===== config.mk =====
export PLATFORM = sky130hd
export DESIGN_NAME = gpio_irq_port
export DESIGN_NICKNAME = d
export VERILOG_FILES = /design/src/rtl/gpio_irq_pkg.sv /design/src/rtl/gpio_in_sync.sv /design/src/rtl/gpio_regs.sv /design/src/rtl/gpio_irq_route.sv /design/src/rtl/gpio_irq_port.sv
export SDC_FILE = /design/constraint.sdc
export NUM_CORES = 1
export LEC_CHECK = 0
export CORE_MARGIN = 4
export CORE_UTILIZATION = 55
export DETAILED_ROUTE_END_ITERATION = 12
export PLACE_DENSITY = 0.77
export SLEW_MARGIN = 40
export SYNTH_ARGS = -nofsm -noshare
export SYNTH_HDL_FRONTEND = slang
export SYNTH_SLANG_ARGS = --single-unit

===== constraint.sdc =====
create_clock -name clk -period 5.85 [get_ports clk]
set_input_delay 1.4625 -clock clk [delete_from_list [all_inputs] [get_ports clk]]
set_output_delay 1.4625 -clock clk [all_outputs]
set_load 0.03 [all_outputs]

===== src/rtl/gpio_irq_pkg.sv =====
package gpio_irq_pkg;
    localparam int unsigned MAX_LINES  = 32;
    localparam int unsigned ROUTE_W    = 8;
    localparam int unsigned FIELDS_PER_WORD = 32 / ROUTE_W;

    // word indices of the register map (byte offset / 4)
    localparam int unsigned W_DATA   = 0;
    localparam int unsigned W_OUT    = 1;
    localparam int unsigned W_DIR    = 2;
    localparam int unsigned W_MASK   = 3;
    localparam int unsigned W_POL    = 4;
    localparam int unsigned W_EDGE   = 5;
    localparam int unsigned W_ROUTE0 = 8;

    function automatic int unsigned route_words(input int unsigned n);
        return (n + FIELDS_PER_WORD - 1) / FIELDS_PER_WORD;
    endfunction
endpackage


===== src/rtl/gpio_in_sync.sv =====
module gpio_in_sync #(
    parameter int unsigned W = 32
) (
    input  logic         clk,
    input  logic         rst_n,
    input  logic [W-1:0] din,
    output logic [W-1:0] cur_o,
    output logic [W-1:0] prev_o
);
    typedef struct packed {
        logic [W-1:0] s1;
        logic [W-1:0] s2;
        logic [W-1:0] prev;
    } sync_t;

    sync_t s_d, s_q;

    always_comb begin
        s_d      = s_q;
        s_d.s1   = din;
        s_d.s2   = s_q.s1;
        s_d.prev = s_q.s2;
    end

    always_ff @(posedge clk) begin
        if (!rst_n) s_q <= '0;
        else        s_q <= s_d;
    end

    assign cur_o  = s_q.s2;
    assign prev_o = s_q.prev;
endmodule


===== src/rtl/gpio_regs.sv =====
module gpio_regs
    import gpio_irq_pkg::*;
#(
    parameter int unsigned N_LINES = 32,
    parameter int unsigned ADDR_W  = 8
) (
    input  logic                              clk,
    input  logic                              rst_n,
    input  logic                              bus_sel,
    input  logic                              bus_wr,
    input  logic [ADDR_W-1:0]                 bus_addr,
    input  logic [31:0]                       bus_wdata,
    output logic [31:0]                       bus_rdata,
    input  logic [N_LINES-1:0]                din,
    output logic [N_LINES-1:0]                out_o,
    output logic [N_LINES-1:0]                dir_o,
    output logic [N_LINES-1:0]                mask_o,
    output logic [N_LINES-1:0]                pol_o,
    output logic [N_LINES-1:0]                edg_o,
    output logic [N_LINES-1:0][ROUTE_W-1:0]   route_o
);
    localparam int unsigned WIDX_W   = ADDR_W - 2;
    localparam int unsigned RT_WORDS = route_words(N_LINES);
    localparam logic [WIDX_W-1:0] I_DATA = WIDX_W'(W_DATA);
    localparam logic [WIDX_W-1:0] I_OUT  = WIDX_W'(W_OUT);
    localparam logic [WIDX_W-1:0] I_DIR  = WIDX_W'(W_DIR);
    localparam logic [WIDX_W-1:0] I_MASK = WIDX_W'(W_MASK);
    localparam logic [WIDX_W-1:0] I_POL  = WIDX_W'(W_POL);
    localparam logic [WIDX_W-1:0] I_EDGE = WIDX_W'(W_EDGE);
    localparam logic [ADDR_W-1:0] A_DATA = ADDR_W'(W_DATA * 4);
    localparam logic [ADDR_W-1:0] A_DIR  = ADDR_W'(W_DIR * 4);

    typedef struct packed {
        logic [N_LINES-1:0]              out;
        logic [N_LINES-1:0]              dir;
        logic [N_LINES-1:0]              mask;
        logic [N_LINES-1:0]              pol;
        logic [N_LINES-1:0]              edg;
        logic [N_LINES-1:0][ROUTE_W-1:0] route;
    } regs_t;

    regs_t r_d, r_q;

    logic [WIDX_W-1:0] widx;
    logic              aligned;
    logic              is_route;
    int unsigned       rword;
    logic              wr_hit;

    function automatic logic [31:0] ext(input logic [N_LINES-1:0] v);
        logic [31:0] r;
        r = '0;
        r[N_LINES-1:0] = v;
        return r;
    endfunction

    always_comb begin
        widx     = bus_addr[ADDR_W-1:2];
        aligned  = (bus_addr[1:0] == 2'b00);
        is_route = (int'(widx) >= int'(W_ROUTE0)) &&
                   (int'(widx) <  int'(W_ROUTE0 + RT_WORDS));
        rword    = int'(widx) - int'(W_ROUTE0);
        wr_hit   = bus_sel && bus_wr && aligned;
    end

    // next-state logic
    always_comb begin
        r_d = r_q;
        if (wr_hit) begin
            unique case (widx)
                I_OUT:  r_d.out  = bus_wdata[N_LINES-1:0];
                I_DIR:  r_d.dir  = bus_wdata[N_LINES-1:0];
                I_MASK: r_d.mask = bus_wdata[N_LINES-1:0];
                I_POL:  r_d.pol  = bus_wdata[N_LINES-1:0];
                I_EDGE: r_d.edg  = bus_wdata[N_LINES-1:0];
                default: begin
                    if (is_route) begin
                        for (int i = 0; i < int'(N_LINES); i++) begin
                            if (i / int'(FIELDS_PER_WORD) == int'(rword))
                                r_d.route[i] = bus_wdata[ROUTE_W*(i % int'(FIELDS_PER_WORD)) +: ROUTE_W];
                        end
                    end
                end
            endcase
        end
    end

    always_ff @(posedge clk) begin
        if (!rst_n) r_q <= '0;
        else        r_q <= r_d;
    end

    // read path
    always_comb begin
        bus_rdata = '0;
        if (aligned) begin
            unique case (widx)
                I_DATA: bus_rdata = ext(din);
                I_OUT:  bus_rdata = ext(r_q.out);
                I_DIR:  bus_rdata = ext(r_q.dir);
                I_MASK: bus_rdata = ext(r_q.mask);
                I_POL:  bus_rdata = ext(r_q.pol);
                I_EDGE: bus_rdata = ext(r_q.edg);
                default: begin
                    if (is_route) begin
                        for (int i = 0; i < int'(N_LINES); i++) begin
                            if (i / int'(FIELDS_PER_WORD) == int'(rword))
                                bus_rdata[ROUTE_W*(i % int'(FIELDS_PER_WORD)) +: ROUTE_W] = r_q.route[i];
                        end
                    end
                end
            endcase
        end
    end

    assign out_o   = r_q.out;
    assign dir_o   = r_q.dir;
    assign mask_o  = r_q.mask;
    assign pol_o   = r_q.pol;
    assign edg_o   = r_q.edg;
    assign route_o = r_q.route;

    AST_DIR_WRITE_NEXT_EDGE: assert property (@(posedge clk) disable iff (!rst_n)
        (bus_sel && bus_wr && bus_addr == A_DIR) |=> (dir_o == $past(bus_wdata[N_LINES-1:0])));

    AST_DATA_WRITE_IGNORED: assert property (@(posedge clk) disable iff (!rst_n)
        (bus_sel && bus_wr && bus_addr == A_DATA) |=>
        ($stable(out_o) && $stable(dir_o) && $stable(mask_o) &&
         $stable(pol_o) && $stable(edg_o) && $stable(route_o)));
endmodule


===== src/rtl/gpio_irq_route.sv =====
module gpio_irq_route
    import gpio_irq_pkg::*;
#(
    parameter int unsigned N_LINES = 32,
    parameter int unsigned N_IRQ   = 4
) (
    input  logic                              clk,
    input  logic                              rst_n,
    input  logic [N_LINES-1:0]                cur_i,
    input  logic [N_LINES-1:0]                prev_i,
    input  logic [N_LINES-1:0]                mask_i,
    input  logic [N_LINES-1:0]                pol_i,
    input  logic [N_LINES-1:0]                edg_i,
    input  logic [N_LINES-1:0][ROUTE_W-1:0]   route_i,
    output logic [N_IRQ-1:0]                  irq_o
);
    logic [N_LINES-1:0] level_hit;
    logic [N_LINES-1:0] edge_hit;
    logic [N_LINES-1:0] line_hit;
    logic [N_LINES-1:0] unrouted;

    always_comb begin
        for (int i = 0; i < int'(N_LINES); i++) begin
            level_hit[i] = pol_i[i] ? cur_i[i] : ~cur_i[i];
            edge_hit[i]  = pol_i[i] ? (cur_i[i] & ~prev_i[i]) : (~cur_i[i] & prev_i[i]);
            line_hit[i]  = mask_i[i] & (edg_i[i] ? edge_hit[i] : level_hit[i]);
            unrouted[i]  = (int'(route_i[i]) >= int'(N_IRQ));
        end
    end

    for (genvar k = 0; k < int'(N_IRQ); k++) begin : g_out
        logic [N_LINES-1:0] sel;
        always_comb begin
            for (int i = 0; i < int'(N_LINES); i++)
                sel[i] = (route_i[i] == ROUTE_W'(k));
        end
        assign irq_o[k] = |(line_hit & sel);
    end

    AST_MASK_BLOCKS_ALL: assert property (@(posedge clk) disable iff (!rst_n)
        (mask_i == '0) |-> (irq_o == '0));

    AST_UNROUTED_QUIET: assert property (@(posedge clk) disable iff (!rst_n)
        (&unrouted) |-> (irq_o == '0));

    AST_EDGE_SINGLE_CYCLE: assert property (@(posedge clk) disable iff (!rst_n)
        ((edge_hit & $past(edge_hit) & ~(pol_i ^ $past(pol_i))) == '0));
endmodule


===== src/rtl/gpio_irq_port.sv =====
module gpio_irq_port
    import gpio_irq_pkg::*;
#(
    parameter int unsigned N_LINES = 32,
    parameter int unsigned N_IRQ   = 4,
    parameter int unsigned ADDR_W  = 8
) (
    input  logic                 clk,
    input  logic                 rst_n,
    input  logic                 bus_sel,
    input  logic                 bus_wr,
    input  logic [ADDR_W-1:0]    bus_addr,
    input  logic [31:0]          bus_wdata,
    output logic [31:0]          bus_rdata,
    input  logic [N_LINES-1:0]   pin_in,
    output logic [N_LINES-1:0]   pin_out,
    output logic [N_LINES-1:0]   pin_oe,
    output logic [N_IRQ-1:0]     irq_out
);
    logic [N_LINES-1:0]              cur, prev;
    logic [N_LINES-1:0]              mask, pol, edg;
    logic [N_LINES-1:0][ROUTE_W-1:0] route;

    gpio_in_sync #(.W(N_LINES)) u_sync (
        .clk    (clk),
        .rst_n  (rst_n),
        .din    (pin_in),
        .cur_o  (cur),
        .prev_o (prev)
    );

    gpio_regs #(.N_LINES(N_LINES), .ADDR_W(ADDR_W)) u_regs (
        .clk       (clk),
        .rst_n     (rst_n),
        .bus_sel   (bus_sel),
        .bus_wr    (bus_wr),
        .bus_addr  (bus_addr),
        .bus_wdata (bus_wdata),
        .bus_rdata (bus_rdata),
        .din       (cur),
        .out_o     (pin_out),
        .dir_o     (pin_oe),
        .mask_o    (mask),
        .pol_o     (pol),
        .edg_o     (edg),
        .route_o   (route)
    );

    gpio_irq_route #(.N_LINES(N_LINES), .N_IRQ(N_IRQ)) u_route (
        .clk     (clk),
        .rst_n   (rst_n),
        .cur_i   (cur),
        .prev_i  (prev),
        .mask_i  (mask),
        .pol_i   (pol),
        .edg_i   (edg),
        .route_i (route),
        .irq_o   (irq_out)
    );

    AST_RESET_QUIET: assert property (@(posedge clk) disable iff (!rst_n)
        $rose(rst_n) |-> (pin_oe == '0 && irq_out == '0));
endmodule


# Word level (Yosys, flattened, before mapping)
# Cells that the tools add are included.
# Widths: inputs -> output; s select.
# word_totals
out_inout_bits	100
regBits	512
inputBits	76
elab_cells	503
# op_classes
n_eq_ne	108
n_lt_le_gt_ge	2
addsub	1
reduce_logical	56
n_bitwise	165
n_mux	131
# op_table
op	n
$eq 8x2->1 const B	64
$eq 8x1->1 const B	32
$logic_not 8->1	32
$mux 8	32
$pmux 32 s6	1
$and 32x32->32	4
$eq 4x32->1 const A	4
$reduce_or 32->1	4
$and 1x1->1	96
$mux 1	96
$not 1->1	65
$eq 3x32->1 const A	2
$mux 32	2
$eq 2x32->1 const A	1
$logic_not 32->1	1
$reduce_and 4->1	8
$eq 6x2->1 const B	2
$eq 6x3->1 const B	2
$reduce_and 2->1	5
$sub 6x4->7 const B	1
$eq 6x1->1 const B	1
$ge 6x4->1 const B	1
$logic_not 6->1	1
$lt 6x5->1 const B	1
other kinds (3)	5

# Depth between registers and ports, before layout
# Gate-level depths: netlist of run 1.
# depth
ltp_word	13
ltp_mapped	12
depth_no_buf	9

# Cells and area by module
# Synthesis of run 1 repeated with hierarchy kept, for this count alone.
# unflattened
cells_unflattened	2890
hier_area_um2	24816.3
# by_module_without_submodules
module	n_inst	area_per_inst_um2	seq_area_each_um2	cells_each
gpio_regs	1	19188.4	8328.0	2207
gpio_in_sync	1	2844.0	1921.8	234
gpio_irq_route	1	2783.9	0.0	449

# Worst setup path before layout of run 1
# OpenSTA, ideal clock, no wires.
# synth_path
path_kind	input to output
start	input port bus_addr[5]
end	output port bus_rdata[5]
path_buffers	4
arrival_ns	4.230
slack_ns	0.157
stages	11
t_required_ns	4.388
cell_sequence	buf_2 -> inv_1 -> ha_1 -> ha_1 -> and4_1 -> clkbuf_1 -> nand2_1 -> clkbuf_1 -> buf_1 -> o221ai_1 -> a221oi_1
# synth_via
elab_chain_cells	13
elab_cells_between_ends	29
cone_classes	1 x add/sub; 2 x order compare; 12 x eq/ne; 11 x mux; 3 x reduce/logical
# synth_lines
element	line_no	text
start: declaration	gpio_irq_port.sv:12	input logic [ADDR_W-1:0] bus_addr,
$sub 6x4->7	gpio_regs.sv:62	rword = int'(widx) - int'(W_ROUTE0);
$logic_not 32->1	gpio_regs.sv:107	if (i / int'(FIELDS_PER_WORD) == int'(rword))
$mux 8 (8 in series)	gpio_regs.sv:107	
$mux 32	gpio_regs.sv:105	if (is_route) begin
$pmux 32 s6 *	gpio_regs.sv:97	unique case (widx)
$mux 32 *	gpio_regs.sv:96	if (aligned) begin
end: declaration	gpio_irq_port.sv:14	output logic [31:0] bus_rdata,
# Mark *: on every way between the ends. The rest lies on a longest branch, timed or not.

# Worst setup path after layout of run 1
# layout_path
start	input port bus_addr[6]
end	output port bus_rdata[17]
# Same word-level chain as after synthesis.

==> summary.md, run 1 <==
| Metric | Value |
|---|---|
| Top flip-flop cell by instance count after synthesis | `sky130_fd_sc_hd__dfxtp_1` |
| Maximum level of the CTS H-tree | `2` |
| Via count of the first global-routing pass | `24100` |
| Count of maximum capacitance violations | `0` |
| Overflow left after global routing | `0` |
| Peak ir drop on the vdd network | `0.000246 V` |
| Async set-or-reset flop fraction in the synthesized netlist | `0` |
| Largest cells by area after synthesis | `sky130_fd_sc_hd__dfxtp_1 42%, sky130_fd_sc_hd__nand2_1 14%, sky130_fd_sc_hd__a21boi_0 6.9%` |
| Total power density per cell area | `approximately 250 nW/um^2` |
| Wire length on met3 | `~15000 microns` |
| Area share of the leading cell type in the synthesized netlist | `0.420` |
| Final count of pins violating max slew | `0` |
| Clock Tree Buf Depth | `3` |
| # nets final | `around 3300` |
| Slew at the pin with the worst max-slew slack | `976 ps` |
| Iter 0 DRT Violations | `4555` |
| WL/cell | `~29 microns` |
| Kind of end point of the critical path | `primary output` |
| Detailed-routed wire length on met2 | `46800 microns` |
| Hold path startpoint | `u_sync.s_d[45]$_SDFF_PN0_` |
| Floorplan core area | `between 40000 and 50000 sq um` |
| Total Routing Usage GR | `0.453` |
| Final Routed Wirelength | `about 110000 microns` |
| Number of failing hold endpoints at the final stage | `0` |
| Clock latency on the worst-skew pair | `620 ps` |
| Largest fanout of any net on the critical path | `9` |
| Post-synthesis average cell area | `7.96 sq um` |
| Netlist Area Pre-Place | `24400 sq um` |
| Initial antenna violation count | `5` |
| Standard-cell row count | `76` |
| Number of storage elements in the synthesis netlist | `512` |
| Chip Width | `approximately 220 microns` |
| Netlist cell types | `69` |
| Clock transition time at the flip-flop clock pins of the worst setup and hold paths | `60 ps` |
| Total negative slack for setup checks | `-32.7 ps` |
| Boundary pin count | `176` |
| Period utilization | `1.00` |
| RR Startpoint | `u_regs.mask_o[12]$_SDFFE_PN0P_` |
| Slew HR | `0.347` |
| Proportion of synthesized chip area in sequential cells | `0.420` |
| TritonCTS clock tree | `done` |
| Power spent charging and discharging nets | `around 1800 uW` |
| Count of clock tree sinks | `512` |
| Remaining antenna violation count after routing | `0` |
| Number of warnings reported in the yosys synthesis log | `0` |
| Effective utilization at floorplan | `0.562` |
| Sequential fraction of design power | `0.472` |
| Layout cell share with drive strength beyond 1 | `0.116` |
| Maximum number of pins on one net before global-route repair | `194` |
| Routability cong. | `1.17` |
| Post-route cell area | `29600 sq um` |
| DIE HEIGHT | `219 microns` |
| Data required time at the worst endpoint | `4390 ps` |
| Type of the worst min-delay path | `reg2reg` |
| Sw Share | `0.243` |
| Instance area at placement | `27600 sq um` |
| Most frequent cell after synthesis | `sky130_fd_sc_hd__nand2_1` |
| Comb pwr share | `0.064` |
| Detailed-route DRC error count | `0` |
| Gate Count Post-Synth | `3069` |
| Routed length on met1 | `approximately 42000 microns` |
| # fillers | `between 3000 and 4000` |
| Data arrival at the endpoint of the critical path | `4400 ps` |
| Clock network power share | `0.465` |
| Start point of the critical path | `bus_addr[6]` |
| Vias | `25800` |
| Failing checks | `negative setup slack` |
| Length of the first detailed-routing pass in iterations | `6` |
| Count of flip-flops with a built-in enable after synthesis | `0` |
| Highest routed layer | `met5` |
| Net count after synthesis | `3148` |
| Synth top cells by count | `913 x sky130_fd_sc_hd__nand2_1, 512 x sky130_fd_sc_hd__dfxtp_1, 226 x sky130_fd_sc_hd__a21boi_0, 221 x sky130_fd_sc_hd__a21boi_1, 160 x sky130_fd_sc_hd__clkbuf_1` |
| Number of buffer cells added on primary ports | `175` |
| Nature of the critical path startpoint | `input port` |
| Hpwl dp | `slightly above 80000 microns` |
| Post-layout minimum cycle time | `5860 ps` |
| Crit Path Category | `in2out` |
| Clock tree root driver cell | `sky130_fd_sc_hd__clkbuf_16` |
| Die ar. | `approximately 48000 sq um` |
| Maximum clock frequency | `171 MHz` |
| Largest area contributor in the synthesized netlist | `sky130_fd_sc_hd__dfxtp_1` |
| Leakage power of the design | `0.0102 uW` |
| Final setup violation count | `4` |
| Layout-stage area growth over the synthesis result | `21.1%` |
| Number of buffers created by CTS | `51` |
| Inst Count DP | `3760` |
| Wire length of the first global-routing pass | `160000 microns` |
| Number of non-filler instances in the completed layout | `3862` |
| Via count normalized by instance count | `6.67` |
| Worst clock skew on the final layout | `22.1 ps` |
| Status | `finished with violations` |
| Internal power | `5670 uW` |
| Min setup slack post-route | `-11.2 ps` |
| Number of hold-repair buffers added at the cts stage | `0` |
## repair_timing
| action | CTS | global route |
|---|---|---|
| setup endpoints to repair | 18 | 23 |
| gates resized for setup | 16 | 21 |
| setup buffers | 0 | 4 |
| pin swaps | 3 | 16 |
| cloned | 0 | 1 |
## per-stage QoR
stage | total power (uW) | worst slack [ps] | hold WS [ps] | utilization
after floorplan | 3820 | 157 | 406 | -
after global placement | 4050 | -251 | 410 | 0.635
after detailed placement | 4050 | -273 | 418 | 0.635
after CTS | 7440 | 6.03 | 434 | 0.677
after global routing | 7610 | -13.5 | 443 | 0.681
final | 7490 | -11.2 | 434 | 0.681
## worst paths after layout
path,to,slack [ps],cells after the start
max,bus_rdata[17],-10,13
min,u_sync.cur_o[13]$_SDFF_PN0_,430,1
max reg2reg,u_regs.mask_o[12]$_SDFFE_PN0P_,4770,2
min reg2reg,u_sync.cur_o[13]$_SDFF_PN0_,430,1
## registers in the layout, summed over array words and instances, names as in the netlist
register        count
u_regs.edg_o       32
u_regs.route_o    256
u_sync.cur_o       32
u_regs.mask_o      32
u_sync.s_d         32
u_regs.out_o       32
u_sync.prev_o      32
u_regs.pol_o       32
u_regs.dir_o       32
## layout by cell type (no fill, tap or decap), types with 53 or more instances in the layout
cell                              synthesis  routed
sky130_fd_sc_hd__a21boi_0               226     226
sky130_fd_sc_hd__a21boi_1               221     221
sky130_fd_sc_hd__a21oi_1                 54      54
sky130_fd_sc_hd__a22oi_1                104     104
sky130_fd_sc_hd__and2_1                 100     101
sky130_fd_sc_hd__buf_4                   15     164
sky130_fd_sc_hd__clkbuf_16                0      53
sky130_fd_sc_hd__clkdlybuf4s50_1          0     133
sky130_fd_sc_hd__dfxtp_1                512     512
sky130_fd_sc_hd__nand2_1                913     913
sky130_fd_sc_hd__nor2_1                 133     125
sky130_fd_sc_hd__nor3_1                  59      59
sky130_fd_sc_hd__nor4_1                  59      57
## power groups by stage
stage,logic [uW],registers [uW],clock network (uW)
CTS,447,3530,3460
global placement,439,3610,0
finish,476,3530,3480
detailed placement,442,3610,0
floorplan,220,3600,0
global route,483,3530,3600
## metal layers
metal / track usage / vias up
met5: 0 / -
met4: 0.279 / 4
met3: 0.111 / 484
met2: 0.674 / 2015
met1: 0.591 / 12300
li1: - / 11000
## cells by family after synthesis
| family | synth area share |
|---|---|
| buffers and inverters | 0.0479 |
| adders and majority gates | 0.00154 |
| muxes | 0.0127 |
| DFF | 0.420 |
| AOI/OAI and AO/OA | 0.245 |
| and+or+nand+nor | 0.274 |
## layout make-up
cell class | instances | area (sq um) | share of cell area
timing repair buffer | 359 | 3610 | 0.122
tap | 585 | 732 | 0.0247
multi-input combinational | 2294 | 13200 | 0.445
sequential | 512 | 10200 | 0.346
clock buffer | 67 | 1450 | 0.0489
clock inverter | 26 | 312 | 0.0105
antenna | 1 | 2.50 | 0.0000846
inverter | 18 | 67.6 | 0.00228
## worst max-delay path: stages
cell	delay, ps
sky130_fd_sc_hd__clkdlybuf4s50_1	480
sky130_fd_sc_hd__buf_4	190
sky130_fd_sc_hd__or4_1	540
sky130_fd_sc_hd__buf_4	210
sky130_fd_sc_hd__nor2_4	180
sky130_fd_sc_hd__buf_6	180
sky130_fd_sc_hd__buf_4	210
sky130_fd_sc_hd__a22o_1	160
sky130_fd_sc_hd__a221oi_1	60
sky130_fd_sc_hd__and3_1	180
sky130_fd_sc_hd__nor3_1	260
sky130_fd_sc_hd__buf_4	180
sky130_fd_sc_hd__buf_12	110
Note: power is estimated with default switching activity, not from simulation.
==> inputs of run 2 (changes only) <==
==> constraint.sdc (replaced) <==
create_clock -name clk -period 5.5 [get_ports clk]
set_input_delay 1.375 -clock clk [delete_from_list [all_inputs] [get_ports clk]]
set_output_delay 1.375 -clock clk [all_outputs]
set_load 0.03 [all_outputs]
==> run 2 against run 1 <==
The run still ends with negative setup slack left. Global-route usage rose by 1.8 points. Setup slack got worse by 45 ps. Register-to-register slack got worse by 450 ps. Non-clock buffer count rose by 26. Combinational power rose by 9.9%. Count of clock-buffer cells in the layout rose by 5. Total power rose by 8.5%. Largest cell class unchanged.
==> summary.md, run 2 (same netlist as run 1, synthesis figures left out) <==
| Metric | Value |
|---|---|
| Sum of buffers and inverters on the critical path | `6 (-1)` |
| Layout-stage area growth over the synthesis result | `22.4%` |
| Crit Path Category | `in2out` |
| Worst-path cell with the longest stage delay | `sky130_fd_sc_hd__a221oi_1` |
| Commonest cells after routing, fill and taps aside | `912 x sky130_fd_sc_hd__nand2_1, 512 x sky130_fd_sc_hd__dfxtp_1, 226 x sky130_fd_sc_hd__a21boi_0` |
| Min setup slack post-route | `-56.5 ps (-45.3 ps)` |
| Commonest non-fill, non-tap cell in the layout | `sky130_fd_sc_hd__nand2_1` |
| WL/cell | `29.7 microns (+2.1%)` |
| Vias | `26300 (+1.9%)` |
| Kind of cell with the highest combined delay on the critical path | `buffers and inverters` |
| Count of maximum capacitance violations | `0 (unchanged)` |
| Clock transition time at the flip-flop clock pins of the worst setup and hold paths | `60 ps (about the same)` |
| Core utilization of the finished layout | `0.688 (+0.00717)` |
| Period utilization | `1.01` |
| Number of non-filler instances in the completed layout | `3894 (+0.83%)` |
| Nature of the critical path startpoint | `input port` |
| Number of failing hold endpoints at the final stage | `0 (unchanged)` |
| Peak ir drop on the vdd network | `0.000327 V (+33%)` |
| Clock tree root driver cell | `sky130_fd_sc_hd__clkbuf_16` |
| Hpwl dp | `84300 microns (+3.4%)` |
| Initial antenna violation count | `8 (+3)` |
| Number of buffer cells added on primary ports | `175 (unchanged)` |
| TritonCTS clock tree | `done` |
| Via count of the first global-routing pass | `24800 (+2.7%)` |
| Detailed-route DRC error count | `0 (unchanged)` |
| Floorplan core area | `43500 sq um (unchanged)` |
| RR Startpoint | `u_regs.mask_o[10]$_SDFFE_PN0P_` |
| Max FFs per register | `256 (unchanged)` |
| Largest fanout of any net on the critical path | `19 (+10)` |
| Start point of the critical path | `bus_addr[7]` |
| Cell-by-cell trace of the critical path | `clkdlybuf4s50_1, buf_4, nor3_1, buf_4, and3_1, buf_12, a221oi_1, a21oi_1, buf_4, buf_12` |
| Failing checks | `negative setup slack` |
| Boundary pin count | `176 (unchanged)` |
| Worst clock skew on the final layout | `41.2 ps (+19.1 ps)` |
| Standard-cell row count | `76 (unchanged)` |
| Slew HR | `0.347 (-0.000606)` |
| Maximum level of the CTS H-tree | `2 (unchanged)` |
| Total Routing Usage GR | `0.471 (+0.0183)` |
| Worst Hold Margin | `431 ps (-2.83 ps)` |
| Slew at the pin with the worst max-slew slack | `977 ps (+0.905 ps)` |
| Remaining antenna violation count after routing | `0 (unchanged)` |
| Wire length of the first global-routing pass | `166000 microns (+3.8%)` |
| Data arrival at the endpoint of the critical path | `4180 ps (-220 ps)` |
| Number of hold-repair buffers added at the cts stage | `0 (unchanged)` |
| Length of the first detailed-routing pass in iterations | `7 (+1)` |
| Routability cong. | `1.15 (-2.2%)` |
| Post-layout minimum cycle time | `5560 ps` |
| Library cell appearing most often on the critical path | `sky130_fd_sc_hd__buf_4` |
| Total power density per cell area | `272 nW/um^2 (+7.4%)` |
| Status | `finished with violations` |
| Final Routed Wirelength | `116000 microns (+3.0%)` |
| Clock Tree Buf Depth | `3 (unchanged)` |
| Die ar. | `47900 sq um (unchanged)` |
| Clock latency on the worst-skew pair | `650 ps (+30 ps)` |
| Maximum number of pins on one net before global-route repair | `199 (+2.6%)` |
| Count of clock tree sinks | `512 (unchanged)` |
| Biggest cell delay along the critical path | `640 ps (+100 ps)` |
| DIE HEIGHT | `219 microns (unchanged)` |
| Total negative slack for setup checks | `-147 ps (-115 ps)` |
| Inst Count DP | `3789 (+0.77%)` |
| Effective utilization at floorplan | `0.562 (unchanged)` |
| Kind of end point of the critical path | `primary output` |
| Hold path startpoint | `u_sync.s_d[49]$_SDFF_PN0_` |
| Via count normalized by instance count | `6.74 (+1.1%)` |
| Maximum clock frequency | `~180 MHz` |
| Final setup violation count | `4 (unchanged)` |
| Type of the worst min-delay path | `reg2reg` |
| # nets final | `3342 (+0.81%)` |
| Iter 0 DRT Violations | `4637 (+1.8%)` |
| Chip Width | `219 microns (unchanged)` |
| Layout cell share with drive strength beyond 1 | `0.122 (+0.00564)` |
| Data required time at the worst endpoint | `4120 ps (-270 ps)` |
| Leakage power of the design | `0.0104 uW (+1.7%)` |
| Number of buffers created by CTS | `52 (+2.0%)` |
| Overflow left after global routing | `0 (unchanged)` |
| Final count of pins violating max slew | `0 (unchanged)` |
==> run 2: cell types whose count changed in the layout (fill, tap and decap cells not counted), moves of 3 or more <==
cell	before	now
sky130_fd_sc_hd__clkinv_2	13	7
sky130_fd_sc_hd__buf_2	7	10
sky130_fd_sc_hd__a211oi_1	6	9
sky130_fd_sc_hd__buf_12	43	47
sky130_fd_sc_hd__buf_4	164	189
sky130_fd_sc_hd__clkbuf_1	6	11
sky130_fd_sc_hd__a221oi_1	37	32
sky130_fd_sc_hd__or3_1	12	15
sky130_fd_sc_hd__a221oi_2	4	8
sky130_fd_sc_hd__a211oi_2	7	4
sky130_fd_sc_hd__diode_2	1	4
==> run 2: path summary, 6_finish.rpt <==
kind                                                        to  slack, ps  cells past startpoint
worst max register to register  u_regs.mask_o[10]$_SDFFE_PN0P_       4320                      2
worst min-delay path               u_sync.cur_o[17]$_SDFF_PN0_        430                      1
worst max-delay path                             bus_rdata[30]        -60                     10
worst min register to register     u_sync.cur_o[17]$_SDFF_PN0_        430                      1
==> run 2: power breakdown <==
part           switching (uW)  internal (uW)  total [uW]
Sequential               20.7           3740        3760
Combinational             323            200         523
Clock                    1630           2210        3840
==> run 2: stage by stage <==
step | total power (uW) | setup slack (ps) | instance area, sq um
4_1_cts | 8080 | 102 | 29900
5_1_grt | 8260 | -57.3 | 29900
2_1_floorplan | 4070 | 3.07 | 24500
6_report | 8130 | -56.5 | 29900
3_5_place_dp | 4320 | -331 | 27900
3_3_place_gp | 4320 | -308 | 27900
==> run 2: repair_timing <==
item,in CTS,in global routing
setup buffers,3,0
cloned,1,0
gates resized for setup,16,7
setup endpoints to repair,30,5
pin swaps,5,1
==> run 2: final cells by class <==
cell class                 instances  area, sq um
multi-input combinational       2294        13200
timing repair buffer             385         3830
tap                              585          732
clock inverter                    24          373
antenna                            4         10.0
clock buffer                      72         1470
inverter                          18         67.6
fill                            3311        13600
sequential                       512        10200
==> run 2: routing by layer <==
metal / up-vias / part of all wire / global-route usage
met4: 6 / 0.072 / 0.265
li1: 11100 / - / -
met2: 2197 / 0.42 / 0.708
met5: - / 0.00035 / 0
met3: 523 / 0.14 / 0.160
met1: 12500 / 0.36 / 0.593
